--- config.mk ---
export PLATFORM = sky130hd
export DESIGN_NAME = cable_conn_monitor
export DESIGN_NICKNAME = d
export VERILOG_FILES = /design/src/rtl/cbl_pkg.sv /design/src/rtl/cbl_debounce_path.sv /design/src/rtl/cbl_event_ctrl.sv /design/src/rtl/cable_conn_monitor.sv
export SDC_FILE = /design/constraint.sdc
export NUM_CORES = 1
export LEC_CHECK = 0
export ABC_AREA = 1
export BUFFER_PORTS_ARGS = -buffer_cell sky130_fd_sc_hd__buf_2
export CAP_MARGIN = 0
export CORE_ASPECT_RATIO = 0.9
export CORE_MARGIN = 2
export CORE_UTILIZATION = 34
export DETAILED_ROUTE_END_ITERATION = 10
export PLACE_DENSITY = 0.62
export RECOVER_POWER = 25
export SYNTH_ARGS = -nofsm -noshare
export SYNTH_HDL_FRONTEND = slang
export SYNTH_SLANG_ARGS = --single-unit
export TNS_END_PERCENT = 100
--- constraint.sdc ---
create_clock -name clk -period 2.2 [get_ports clk]
set_clock_uncertainty 0.15 [all_clocks]
set_input_delay 0 -clock clk [delete_from_list [all_inputs] [get_ports clk]]
set_output_delay 0 -clock clk [all_outputs]
set_load 0.02 [all_outputs]
--- src/rtl/cbl_pkg.sv ---
package cbl_pkg;
  // Per-port status-change strobes, valid in the cycle before the status flops update
  typedef struct packed {
    logic biasUp;
    logic biasDown;
    logic connUp;
    logic connDown;
  } edgeStrobe_t;
endpackage

--- src/rtl/cbl_debounce_path.sv ---
module cbl_debounce_path #(
  parameter int NUM_PORTS = 3,
  parameter int BIAS_DEB  = 64,
  parameter int CONN_DEB  = 2048
) (
  input  logic                                 clk,
  input  logic                                 rst_n,
  input  logic [NUM_PORTS-1:0]                 biasDetect,
  output logic [NUM_PORTS-1:0]                 biasStat,
  output logic [NUM_PORTS-1:0]                 connStat,
  output cbl_pkg::edgeStrobe_t [NUM_PORTS-1:0] strobes
);
  localparam int BW = (BIAS_DEB < 2) ? 1 : $clog2(BIAS_DEB);
  localparam int CW = (CONN_DEB < 2) ? 1 : $clog2(CONN_DEB);
  localparam logic [BW-1:0] BIAS_LAST = BW'(BIAS_DEB - 1);
  localparam logic [CW-1:0] CONN_LAST = CW'(CONN_DEB - 1);

  for (genvar p = 0; p < NUM_PORTS; p++) begin : g_port
    logic [BW-1:0] biasCnt;
    logic [CW-1:0] connCnt;
    logic          biasHit;
    logic          connHit;

    assign biasHit = biasDetect[p] && !biasStat[p] && (biasCnt == BIAS_LAST);
    assign connHit = biasDetect[p] && !connStat[p] && (connCnt == CONN_LAST);

    assign strobes[p].biasUp   = biasHit;
    assign strobes[p].connUp   = connHit;
    assign strobes[p].biasDown = !biasDetect[p] && biasStat[p];
    assign strobes[p].connDown = !biasDetect[p] && connStat[p];

    always_ff @(posedge clk) begin
      if (!rst_n) begin
        biasCnt     <= '0;
        biasStat[p] <= 1'b0;
      end else if (!biasDetect[p]) begin
        biasCnt     <= '0;
        biasStat[p] <= 1'b0;
      end else if (!biasStat[p]) begin
        if (biasHit) biasStat[p] <= 1'b1;
        else         biasCnt     <= biasCnt + BW'(1);
      end
    end

    always_ff @(posedge clk) begin
      if (!rst_n) begin
        connCnt     <= '0;
        connStat[p] <= 1'b0;
      end else if (!biasDetect[p]) begin
        connCnt     <= '0;
        connStat[p] <= 1'b0;
      end else if (!connStat[p]) begin
        if (connHit) connStat[p] <= 1'b1;
        else         connCnt     <= connCnt + CW'(1);
      end
    end


    drop_now_chk: assert property (@(posedge clk) disable iff (!rst_n)
      !biasDetect[p] |=> (!biasStat[p] && !connStat[p]));

    conn_needs_bias_chk: assert property (@(posedge clk) disable iff (!rst_n)
      connStat[p] |-> biasStat[p]);

    rise_after_high_chk: assert property (@(posedge clk) disable iff (!rst_n)
      $rose(connStat[p]) |-> $past(biasDetect[p]));
  end
endmodule

--- src/rtl/cbl_event_ctrl.sv ---
module cbl_event_ctrl #(
  parameter int NUM_PORTS = 3
) (
  input  logic                                 clk,
  input  logic                                 rst_n,
  input  logic [NUM_PORTS-1:0]                 intEnable,
  input  logic [NUM_PORTS-1:0]                 connStat,
  input  cbl_pkg::edgeStrobe_t [NUM_PORTS-1:0] strobes,
  output logic [NUM_PORTS-1:0]                 portEvent,
  output logic                                 busResetReq,
  output logic                                 noPortConnected
);
  logic [NUM_PORTS-1:0] anyChange;
  logic [NUM_PORTS-1:0] newConn;

  for (genvar p = 0; p < NUM_PORTS; p++) begin : g_chg
    assign anyChange[p] = strobes[p].biasUp | strobes[p].biasDown |
                          strobes[p].connUp | strobes[p].connDown;
    assign newConn[p]   = strobes[p].connUp;


    reset_on_conn_chk: assert property (@(posedge clk) disable iff (!rst_n)
      $rose(connStat[p]) |-> busResetReq);

    event_gated_chk: assert property (@(posedge clk) disable iff (!rst_n)
      portEvent[p] |-> $past(intEnable[p]));
  end

  always_ff @(posedge clk) begin
    if (!rst_n) begin
      portEvent   <= '0;
      busResetReq <= 1'b0;
    end else begin
      portEvent   <= anyChange & intEnable;
      busResetReq <= |newConn;
    end
  end

  assign noPortConnected = ~|connStat;


  no_reset_on_drop_chk: assert property (@(posedge clk) disable iff (!rst_n)
    busResetReq |-> !noPortConnected);
endmodule

--- src/rtl/cable_conn_monitor.sv ---
module cable_conn_monitor #(
  parameter int NUM_PORTS = 3,
  parameter int BIAS_DEB  = 64,
  parameter int CONN_DEB  = 2048
) (
  input  logic                 clk,
  input  logic                 rst_n,
  input  logic [NUM_PORTS-1:0] biasDetect,
  input  logic [NUM_PORTS-1:0] intEnable,
  output logic [NUM_PORTS-1:0] biasStat,
  output logic [NUM_PORTS-1:0] connStat,
  output logic [NUM_PORTS-1:0] portEvent,
  output logic                 busResetReq,
  output logic                 noPortConnected
);
  cbl_pkg::edgeStrobe_t [NUM_PORTS-1:0] strobes;

  cbl_debounce_path #(
    .NUM_PORTS(NUM_PORTS), .BIAS_DEB(BIAS_DEB), .CONN_DEB(CONN_DEB)
  ) i_path (
    .clk(clk), .rst_n(rst_n), .biasDetect(biasDetect),
    .biasStat(biasStat), .connStat(connStat), .strobes(strobes)
  );

  cbl_event_ctrl #(.NUM_PORTS(NUM_PORTS)) i_ctrl (
    .clk(clk), .rst_n(rst_n), .intEnable(intEnable), .connStat(connStat),
    .strobes(strobes), .portEvent(portEvent), .busResetReq(busResetReq),
    .noPortConnected(noPortConnected)
  );
endmodule

# Word-level counts from Yosys, hierarchy flattened
# Index checks and enable logic that the tools add are counted.
[classes]
n_reduce_logical = 39
muxes = 12
eq_ne = 6
addsub = 6
n_bitwise = 22
[ops]
columns = ["op", "count"]
rows = [
  ["11-bit by 1-bit adder with 11-bit output, second input constant", 3],
  ["11-bit equality test, second input constant", 3],
  ["6-bit by 1-bit adder with 6-bit output, second input constant", 3],
  ["6-bit equality test, second input constant", 3],
  ["1-bit logical AND", 18],
  ["2-bit AND reduction", 9],
  ["1-bit 2-to-1 mux", 12],
  ["1-bit inverter", 12],
  ["1-bit zero test", 10],
  ["1-bit bitwise OR", 9],
  ["3-bit OR reduction", 2],
  ["3-bit bitwise AND", 1],
]
[totals]
inputBits = 8
reg_bits = 61

# Depth between registers and ports, before layout
# Gate-level depths: netlist of the first run.
[logic_depth]
ltp_word = 7
ltp_mapped = 9
depth_no_buf = 9

# Hierarchy
# Synthesis of the first run repeated with hierarchy kept, for this count alone.
[hier_totals]
cells_unflattened = 467
hier_area_um2 = 3136.8
[modules_own_cells]
columns = ["module", "n_inst", "area_each_um2", "cells_per_inst"]
rows = [
  ["cbl_debounce_path", 1, 2984.1, 447],
  ["cbl_event_ctrl", 1, 152.6, 20],
]

# Least setup slack after synthesis of the first run
# Ideal clock, no wire load.
[synth_path]
path_type = "register to register"
from = "reg i_path.g_port[0].biasCnt[0]"
to = "reg i_path.g_port[0].biasCnt[2]"
setup_time_ns = 0.116
period_less_slack_ns = 1.531
required_time_ns = 1.934
stages_incl_launch_ff = 8
arrival_ns = 1.265
slack_ns = 0.669
path_buffers = 0
cell_sequence = "dfxtp_1 ha_1 nand2_1 nor2_1 a21oi_2 inv_1 o21ai_0 nor2_1"
[synth_via]
elab_chain_len = 4
word_cells_on_any_way = 5
cone_classes = "add/sub (1); eq/ne (1); bitwise (1); reduce/logical (2)"
[synth_rtl]
columns = ["element", "line", "source"]
rows = [
  ["start: declaration", "cbl_debounce_path.sv:19", "logic [BW-1:0] biasCnt;"],
  ["start signal: assignment", "cbl_debounce_path.sv:41", "else biasCnt <= biasCnt + BW'(1);"],
  ["branches (longest 4 deep; another with 6-bit by 1-bit adder with 6-bit output)", "--", ""],
]
# Several ways; the timed one is not identified.
# A chain may end at the register's enable or synchronous reset.

==> out/qor.csv, run 1 <==
stage,metric,value,unit
global_routing,grtUsageTotal,13.50,%
job,drv_cap,0,
status,status,completed,
floorplanning,die_x,103.7,um
timing,final_hold_viol_count,0,
clocking,max-clock-path-buffers,2,
worst_setup_path,worstPathRequired,2.32,ns
routing,wl_per_cell,10.23,um
placement,io_buffers,18,
floorplanning,dieArea,0.009712,mm2
synthesis,synth_top_area_share,40.18,%
min_path,hold_depth,2,
cells_and_area,final_nets,502,
cells_and_area,area_delta_synth_final,17.04,%
synthesis,synthArstFlopShare,0,%
floorplanning,rows,32,
worst_setup_path,arrival,2.19,ns
clocking,cts_tree,done,
min_path,hold_class,register to register,
worst_setup_path,r2r_setup_slack,0.14,ns
clocking,htree_levels,3,
placement,hpwl,4.292,mm
timing,drv_slew,0,
synthesis,synthTopCellsByCount,"104 x nand2_1, 101 x nor2_1, 61 x dfxtp_1",
timing,layout_min_cycle_time,2.062,ns
power_and_ir_drop,cellLeakagePower,1.428,nW
synthesis,syn-instance-count,456,
routing,wirelength,6.263,mm
synthesis,synth_edf_count,0,
global_routing,overflow,0,
power_and_ir_drop,vdd_drop_max,340.3,uV
synthesis,synth.ff_latch_count,61,
routing,drc,0,
synthesis,synth_top_area_cell,dfxtp_1,
worst_setup_path,regToRegStartpoint,i_path.g_port[1].connCnt[0],
power_and_ir_drop,total_power,0.002422,W
timing,period_share,93.71,%
worst_setup_path,end_kind,register,
clocking,cts_buffers,9,
timing,slew-limit-headroom,70.60,%
clocking,clock-root-buffer,clkbuf_8,
routing,drtPass1Iterations,4,
worst_setup_path,critPathMaxFanout,7,
floorplanning,core_area,0.008648,mm2
global_routing,antenna_found_initial,0,
cells_and_area,antennaDiodeCount,0,
min_path,min_from,i_path.g_port[2].connCnt[10],
synthesis,yosysWarnings,0,
synthesis,yosysMostFrequentCell,nand2_1,
routing,dr_total_vias,2794,
floorplanning,pin_count,19,
power_and_ir_drop,powerDensity,680.8,mW/mm2
synthesis,ys_seq_area_share,40.18,%
synthesis,synth_cell_types,26,
clocking,clkTransAtPathRegs,0.07,ns
global_routing,grt_first_pass_wirelength,10.85,mm
global_routing,grt_max_degree,23,
routing,drt.antenna.violating_nets,0,
routing,vias_per_cell,4.565,
timing,worstMarginPinSlew,0.4404,ns
global_routing,grt_pass1_vias,2514,
synthesis,mappedNetlistArea,0.003039,mm2
synthesis,synth_fp_nets,470,
synthesis,yosys-top-cells-area,"dfxtp_1 40%, nand2_1 13%, nor2_1 12%",
timing,hold_slack,0.3245,ns
cells_and_area,num-fill-cells,928,
synthesis,synth-main-ff-cell,dfxtp_1,
floorplanning,fp.dieH,93.69,um
timing,setup_viol,0,
floorplanning,initial_utilization,35.14,%
min_path,hold_end,i_path.g_port[2].connCnt[10],
worst_setup_path,critPathLaunchType,input port,
placement,gp_congestion,0.8329,
worst_setup_path,r2r-end,i_ctrl.portEvent[1],
worst_setup_path,worstRegToRegCells,8,
clocking,insertion_delay,0.34,ns
cells_and_area,drive_above_1_share,7.302,%
synthesis,syn_area_per_cell,6.665,um2
routing,drt_iter0_markers,117,
worst_setup_path,crit_type,input port to register,
clocking,cts.sinks,61,
timing,max_freq,485.1,MHz
## cell families after synthesis
kind of cell | count (synthesis) | share of synthesized area, %
AOI/OAI and AO/OA | 49 | 8.316
xor gates and xnor gates | 6 | 1.729
adders and majority gates | 6 | 2.470
buffers and inverters | 55 | 7.822
DFF | 61 | 40.18
and+or+nand+nor | 279 | 39.48
## worst max path at each step
stage                                        to                        start  depth (start not counted)  slack [ns]
finish                      i_ctrl.portEvent[1]                        rst_n                          7        0.14
global route                i_ctrl.portEvent[1]  i_path.g_port[1].connCnt[0]                          8       -0.01
CTS                         i_ctrl.portEvent[1]  i_path.g_port[1].connCnt[0]                          8        0.14
detailed placement  i_path.g_port[2].connCnt[6]  i_path.g_port[2].connCnt[0]                          8        0.44
global placement            i_ctrl.portEvent[0]  i_path.g_port[0].connCnt[0]                          7        0.51
floorplan           i_path.g_port[0].biasCnt[2]  i_path.g_port[0].biasCnt[0]                          7        0.67
## registers in the layout, indices dropped and copies added, names as in the netlist
register and flops:
i_path.biasStat 3, i_path.g_port.biasCnt 18, i_ctrl.portEvent 3, i_path.g_port.connCnt 33
i_ctrl.busResetReq 1, i_path.connStat 3
## area by class of cell
cell class | instances | area, um2 | area share, %
multi-input combinational | 340 | 1583 | 44.50
sequential | 61 | 1221 | 34.33
timing repair buffer | 30 | 190.2 | 5.346
inverter | 46 | 175.2 | 4.924
tap | 119 | 148.9 | 4.186
clock buffer | 10 | 127.6 | 3.588
clock inverter | 6 | 111.4 | 3.131
## where the power goes
part           internal [W]  switching [W]
clock              0.000753       0.000461
combinational     0.0000379      0.0000456
sequential          0.00111     0.00000949
total               0.00191       0.000517
## through the flow
step	area (um2)	setup TNS [ns]	util (%)	setup slack [ns]	std cells
6_report	3557	0	41.13	0.1384	612
3_3_place_gp	3223	0	37.27	0.5058	585
3_5_place_dp	3223	0	37.27	0.4415	585
4_1_cts	3572	0	41.31	0.1409	612
5_1_grt	3557	-0.01006	41.13	-0.01006	612
2_1_floorplan	3039	0	-	0.6693	456
## cells in the final DEF (no fill, tap or decap), types with 3 or more instances in the layout
| master | count |
|---|---|
| nand2_1 | 105 |
| nand2_2 | 3 |
| bufinv_16 | 3 |
| clkbuf_8 | 9 |
| xor2_1 | 5 |
| buf_2 | 7 |
| nand3_2 | 4 |
| o21ai_0 | 7 |
| clkbuf_1 | 13 |
| nor3_1 | 3 |
| a21oi_1 | 39 |
| nand4_1 | 3 |
| ha_1 | 6 |
| dlygate4sd3_1 | 11 |
| nand3b_1 | 6 |
| nand3_1 | 47 |
| nor2_2 | 3 |
| inv_1 | 45 |
| nor2_1 | 101 |
| dfxtp_1 | 61 |
## metal layers
metal  vias to the layer above  track usage (%)  share of wire [%]
li1                       1515                -                  -
met1                      1228            16.96                 52
met2                        38            21.85                 42
met3                        13            2.566                3.3
met4                         0            7.883                3.0
met5                         -                0                  0
## worst max-delay path: stages
cell	delay, ns
dlygate4sd3_1	0.52
buf_2	0.23
nand2_1	0.08
dlygate4sd3_1	0.54
o21bai_1	0.14
dlygate4sd3_1	0.56
nor2_1	0.11
## repair_timing
item                       4_1_cts  5_1_grt
resized for setup                0        1
hold buffers                    11        0
setup buffers                    0        0
setup endpoints to repair        0        1
hold endpoints to repair        23        0
Power figures use the tool's default switching activity.
==> run 2: changes to the inputs <==
- REMOVE_ABC_BUFFERS: default -> 1
==> out/qor.csv, run 2 (same netlist as run 1, synthesis figures left out) <==
stage,metric,value,unit
worst_setup_path,crit_type,register to register,
cells_and_area,final_nets,501,
clocking,cts_resized,0,
clocking,clock-root-buffer,clkbuf_8,
global_routing,antenna_found_initial,0,
worst_setup_path,cp_top_family,buffers and inverters,
status,status,completed,
placement,io_buffers,18,
clocking,cts_buffers,9,
clocking,max-clock-path-buffers,2,
worst_setup_path,worst_path_most_repeated_cell,nor2_1,
cells_and_area,drive_above_1_share,7.114,%
worst_setup_path,arrival,2.19,ns
clocking,cts.sinks,61,
cells_and_area,largest_register,i_path.g_port.connCnt,
clocking,clkTransAtPathRegs,0.07,ns
routing,drtPass1Iterations,4,
global_routing,grt_pass1_vias,2681,
cells_and_area,final_cell_mix,"105 x nand2_1, 101 x nor2_1, 61 x dfxtp_1, 47 x nand3_1, 45 x inv_1",
floorplanning,die_x,103.7,um
cells_and_area,final_util,40.58,%
cells_and_area,area_delta_synth_final,15.48,%
routing,drt_iter0_markers,97,
routing,vias_per_cell,4.614,
worst_setup_path,crit_path_max_incr_delay,0.55,ns
placement,dp_slack,0.4288,ns
timing,slew-limit-headroom,70.38,%
worst_setup_path,crit_start,i_path.g_port[1].connCnt[0],
timing,worstMarginPinSlew,0.4438,ns
timing,layout_min_cycle_time,2.055,ns
power_and_ir_drop,cellLeakagePower,1.416,nW
timing,setup_viol,0,
timing,setup_tns,0,ns
cells_and_area,largest_reg_flops,33,
worst_setup_path,regToRegStartpoint,i_path.g_port[1].connCnt[0],
placement,hpwl,4.409,mm
worst_setup_path,critPathLaunchType,register,
floorplanning,fp.dieH,93.69,um
routing,drt.antenna.violating_nets,0,
timing,rsz0062_at_grt,false,
min_path,hold_depth,2,
power_and_ir_drop,vdd_drop_max,305.7,uV
global_routing,grt_first_pass_wirelength,11.66,mm
timing,max_freq,486.5,MHz
worst_setup_path,critPathMaxFanout,5,
timing,period_share,93.43,%
clocking,cts_tree,done,
routing,wirelength,6.386,mm
floorplanning,dieArea,0.009712,mm2
clocking,insertion_delay,0.34,ns
timing,fin_ws,0.1446,ns
worst_setup_path,worstPathRequired,2.33,ns
routing,wl_per_cell,10.45,um
placement,postPlaceCellArea,0.003223,mm2
placement,gp_congestion,0.7921,
timing,hold_slack,0.3272,ns
job,drv_cap,0,
cells_and_area,multiInputGateArea,0.001578,mm2
clocking,htree_levels,3,
worst_setup_path,slowest_stage,dlygate4sd3_1,
cells_and_area,layout_commonest_cell,nand2_1,
floorplanning,rows,32,
cells_and_area,design_area,0.003510,mm2
worst_setup_path,critPathBufInv,2,
worst_setup_path,end_kind,register,
cells_and_area,antennaDiodeCount,0,
worst_setup_path,r2r_setup_slack,0.14,ns
cells_and_area,final-seq-area,0.001221,mm2
timing,drv_slew,0,
min_path,hold_class,register to register,
worst_setup_path,r2r-end,i_ctrl.portEvent[1],
cells_and_area,num-fill-cells,951,
global_routing,grtUsageTotal,14.49,%
floorplanning,initial_utilization,35.14,%
cells_and_area,largestRegisters,"i_path.g_port.connCnt x33, i_path.g_port.biasCnt x18",
timing,final_hold_viol_count,0,
worst_setup_path,worstRegToRegCells,8,
power_and_ir_drop,powerDensity,648.3,mW/mm2
global_routing,grt_max_degree,23,
floorplanning,core_area,0.008648,mm2
min_path,min_from,i_path.g_port[2].connCnt[10],
floorplanning,pin_count,19,
worst_setup_path,path_cells,ha_1 > inv_1 > nor2_1 > nand3_1 > nor2_2 > o21bai_1 > dlygate4sd3_1 > nor2_1,
min_path,hold_end,i_path.g_port[2].connCnt[10],
routing,dr_total_vias,2819,
global_routing,overflow,0,
routing,drc,0,
[run 2: layer usage]
| layer | share of wire [%] | GRT usage [%] | vias to the layer above |
|---|---|---|---|
| met4 | 2.1 | 6.757 | 0 |
| met2 | 45 | 24.39 | 33 |
| met3 | 3.4 | 2.566 | 10 |
| met1 | 49 | 18.23 | 1264 |
| li1 | - | - | 1512 |
| met5 | 0 | 0 | - |
[run 2: area by class of cell]
cell class              instances  share of cell area (%)
repair buffers                 29                   5.134
flip-flops and latches         61                   34.79
clock buffers                  11                   3.743
inverters                      46                   4.991
well taps                     119                   4.242
clock inverters                 5                   2.139
multi-input cells             340                   44.96
[run 2: timing repair]
action | 4_1_cts | 5_1_grt
buffers inserted | 0 | 0
hold buffers | 10 | 0
endpoints found under the hold margin | 22 | 0
[run 2: worst register-to-register path, stage by stage, from the launching register on]
cell and delay, ns:
dfxtp_1 0.38, ha_1 0.20, inv_1 0.06, nor2_1 0.15, nand3_1 0.12, nor2_2 0.22
o21bai_1 0.09, dlygate4sd3_1 0.55, nor2_1 0.07
[run 2: per-stage QoR]
stage          cells  total power, W
4_1_cts          611        0.002306
2_1_floorplan    447        0.001193
5_1_grt          611        0.002361
6_report         611        0.002275
3_5_place_dp     585        0.001218
3_3_place_gp     585        0.001217
[run 2: where the power goes]
group	internal, W	switching (W)
logic	0.0000368	0.0000450
clock network	0.000633	0.000436
registers	0.00111	0.00000979
total	0.00178	0.000491
[run 2: worst max path at each step]
stage                                  endpoint  slack (ns)  cells past startpoint
floorplan           i_path.g_port[2].connCnt[6]        0.62                      8
global placement    i_path.g_port[2].connCnt[6]        0.48                      8
detailed placement  i_path.g_port[2].connCnt[6]        0.43                      8
CTS                         i_ctrl.portEvent[1]        0.16                      8
global route                i_ctrl.portEvent[1]        0.04                      8
finish                      i_ctrl.portEvent[1]        0.14                      8
==> run 3: changes to the inputs <==
- PLACE_DENSITY: 0.62 -> 0.63
- clock period: 2.2 -> 1.74 ns (I/O delays scaled with it)
==> out/qor.csv, run 3 (same netlist as run 1, synthesis figures left out) <==
stage,metric,value,unit
routing,vias_per_cell,4.621,
status,status,completed,
floorplanning,die_x,103.7,um
timing,setup_viol,0,
cells_and_area,num-fill-cells,913,
clocking,cts_tree,done,
power_and_ir_drop,pwr-share-comb,3.6,%
power_and_ir_drop,powerDensity,801.2,mW/mm2
cells_and_area,drive_above_1_share,10.04,%
power_and_ir_drop,total_power,0.002874,W
placement,gp_congestion,0.8033,
routing,drt.antenna.violating_nets,0,
clocking,cts_buffers,9,
cells_and_area,antennaDiodeCount,0,
worst_setup_path,worstPathRequired,1.82,ns
global_routing,grt_pass1_vias,2591,
worst_setup_path,arrival,1.70,ns
power_and_ir_drop,switching_share,21.30,%
timing,fin_ws,0.1192,ns
global_routing,overflow,0,
timing,max_freq,617.0,MHz
power_and_ir_drop,sequentialPowerShare,49.5,%
floorplanning,rows,32,
worst_setup_path,end_kind,register,
clocking,max-clock-path-buffers,2,
placement,hpwl,4.342,mm
clocking,cts.sinks,61,
cells_and_area,multiInputGateArea,0.001608,mm2
timing,drv_slew,0,
routing,dr_total_vias,2851,
job,drv_cap,0,
clocking,htree_levels,3,
floorplanning,initial_utilization,35.14,%
routing,wl_per_cell,10.30,um
cells_and_area,area_delta_synth_final,18.03,%
timing,hold_slack,0.3257,ns
placement,dp_slack,0.1049,ns
cells_and_area,final-seq-area,0.001222,mm2
routing,wirelength,6.358,mm
cells_and_area,largestRegisters,"i_path.g_port.connCnt x33, i_path.g_port.biasCnt x18",
routing,drc,0,
floorplanning,pin_count,19,
clocking,clkTransAtPathRegs,0.07,ns
min_path,hold_class,register to register,
floorplanning,core_area,0.008648,mm2
timing,setup_tns,0,ns
floorplanning,dieArea,0.009712,mm2
timing,period_share,93.15,%
global_routing,grtUsageTotal,13.91,%
power_and_ir_drop,clockPowerShare,46.9,%
worst_setup_path,critPathLaunchType,register,
worst_setup_path,critPathMaxFanout,21,
timing,worstMarginPinSlew,0.4415,ns
global_routing,antenna_found_initial,0,
power_and_ir_drop,vdd_drop_max,415.9,uV
cells_and_area,final_nets,507,
power_and_ir_drop,internal_power,0.002262,W
global_routing,grt_max_degree,22,
routing,drt_iter0_markers,151,
cells_and_area,final_cell_mix,"104 x nand2_1, 98 x nor2_1, 60 x dfxtp_1, 46 x nand3_1, 45 x inv_1",
floorplanning,fp.dieH,93.69,um
timing,slew-limit-headroom,70.54,%
cells_and_area,largest_register,i_path.g_port.connCnt,
power_and_ir_drop,switchingPower,0.0006121,W
timing,layout_min_cycle_time,1.621,ns
cells_and_area,layout_commonest_cell,nand2_1,
clocking,insertion_delay,0.33,ns
cells_and_area,largest_reg_flops,33,
routing,drtPass1Iterations,5,
clocking,clock-root-buffer,clkbuf_8,
global_routing,grt_first_pass_wirelength,10.98,mm
worst_setup_path,crit_type,register to register,
placement,io_buffers,18,
power_and_ir_drop,cellLeakagePower,1.445,nW
timing,final_hold_viol_count,0,
[run 3: routing by layer]
layer  vias up  global-route usage (%)  routed length (um)
li1       1528                       -                   -
met5         -                       0                   0
met2        30                   23.45                2874
met1      1287                   16.76                3236
met3         6                   2.774                 153
met4         0                   7.883                  94
[run 3: per-stage QoR]
step,std cells,area (um2),utilization (%)
floorplan,447,2977,-
global placement,590,3261,37.70
detailed placement,590,3261,37.70
CTS,615,3558,41.15
global route,617,3587,41.48
finish,617,3587,41.48
[run 3: power groups by stage]
stage | combinational, W | sequential [W] | clock, W
6_report | 0.000103 | 0.00142 | 0.00135
5_1_grt | 0.000122 | 0.00142 | 0.00143
4_1_cts | 0.000104 | 0.00142 | 0.00140
3_5_place_dp | 0.0000872 | 0.00145 | 0
3_3_place_gp | 0.0000857 | 0.00145 | 0
2_1_floorplan | 0.0000580 | 0.00145 | 0
[run 3: layout make-up]
type | instances | share of cell area, %
flip-flops and latches | 61 | 34.08
multi-input cells | 340 | 44.82
inverters | 46 | 4.883
clock inverters | 4 | 2.023
repair buffers | 35 | 6.278
clock buffers | 12 | 3.767
well taps | 119 | 4.151
[run 3: what timing repair did]
item,in CTS,in global routing
buffers inserted,0,2
endpoints found under the hold margin,23,0
setup endpoints to repair,0,23
resized for setup,0,8
hold buffers,9,0
[run 3: final timing paths]
kind,cells past startpoint,start,slack [ns],end
min,2,i_path.g_port[2].connCnt[10],0.33,i_path.g_port[2].connCnt[10]
max,9,i_path.g_port[0].connCnt[0],0.12,i_path.g_port[0].connCnt[2]
min reg2reg,2,i_path.g_port[2].connCnt[10],0.33,i_path.g_port[2].connCnt[10]
max reg2reg,9,i_path.g_port[0].connCnt[0],0.12,i_path.g_port[0].connCnt[2]
[run 3: worst max-delay path, stage by stage, from the launching register on]
cell and delay (ns):
dfxtp_1 0.40, ha_2 0.23, nand3_1 0.09, nor2_2 0.12, nand3_2 0.09, buf_4 0.21
nand2_1 0.08, nand2_1 0.05, nand2_1 0.07, nor2_1 0.04
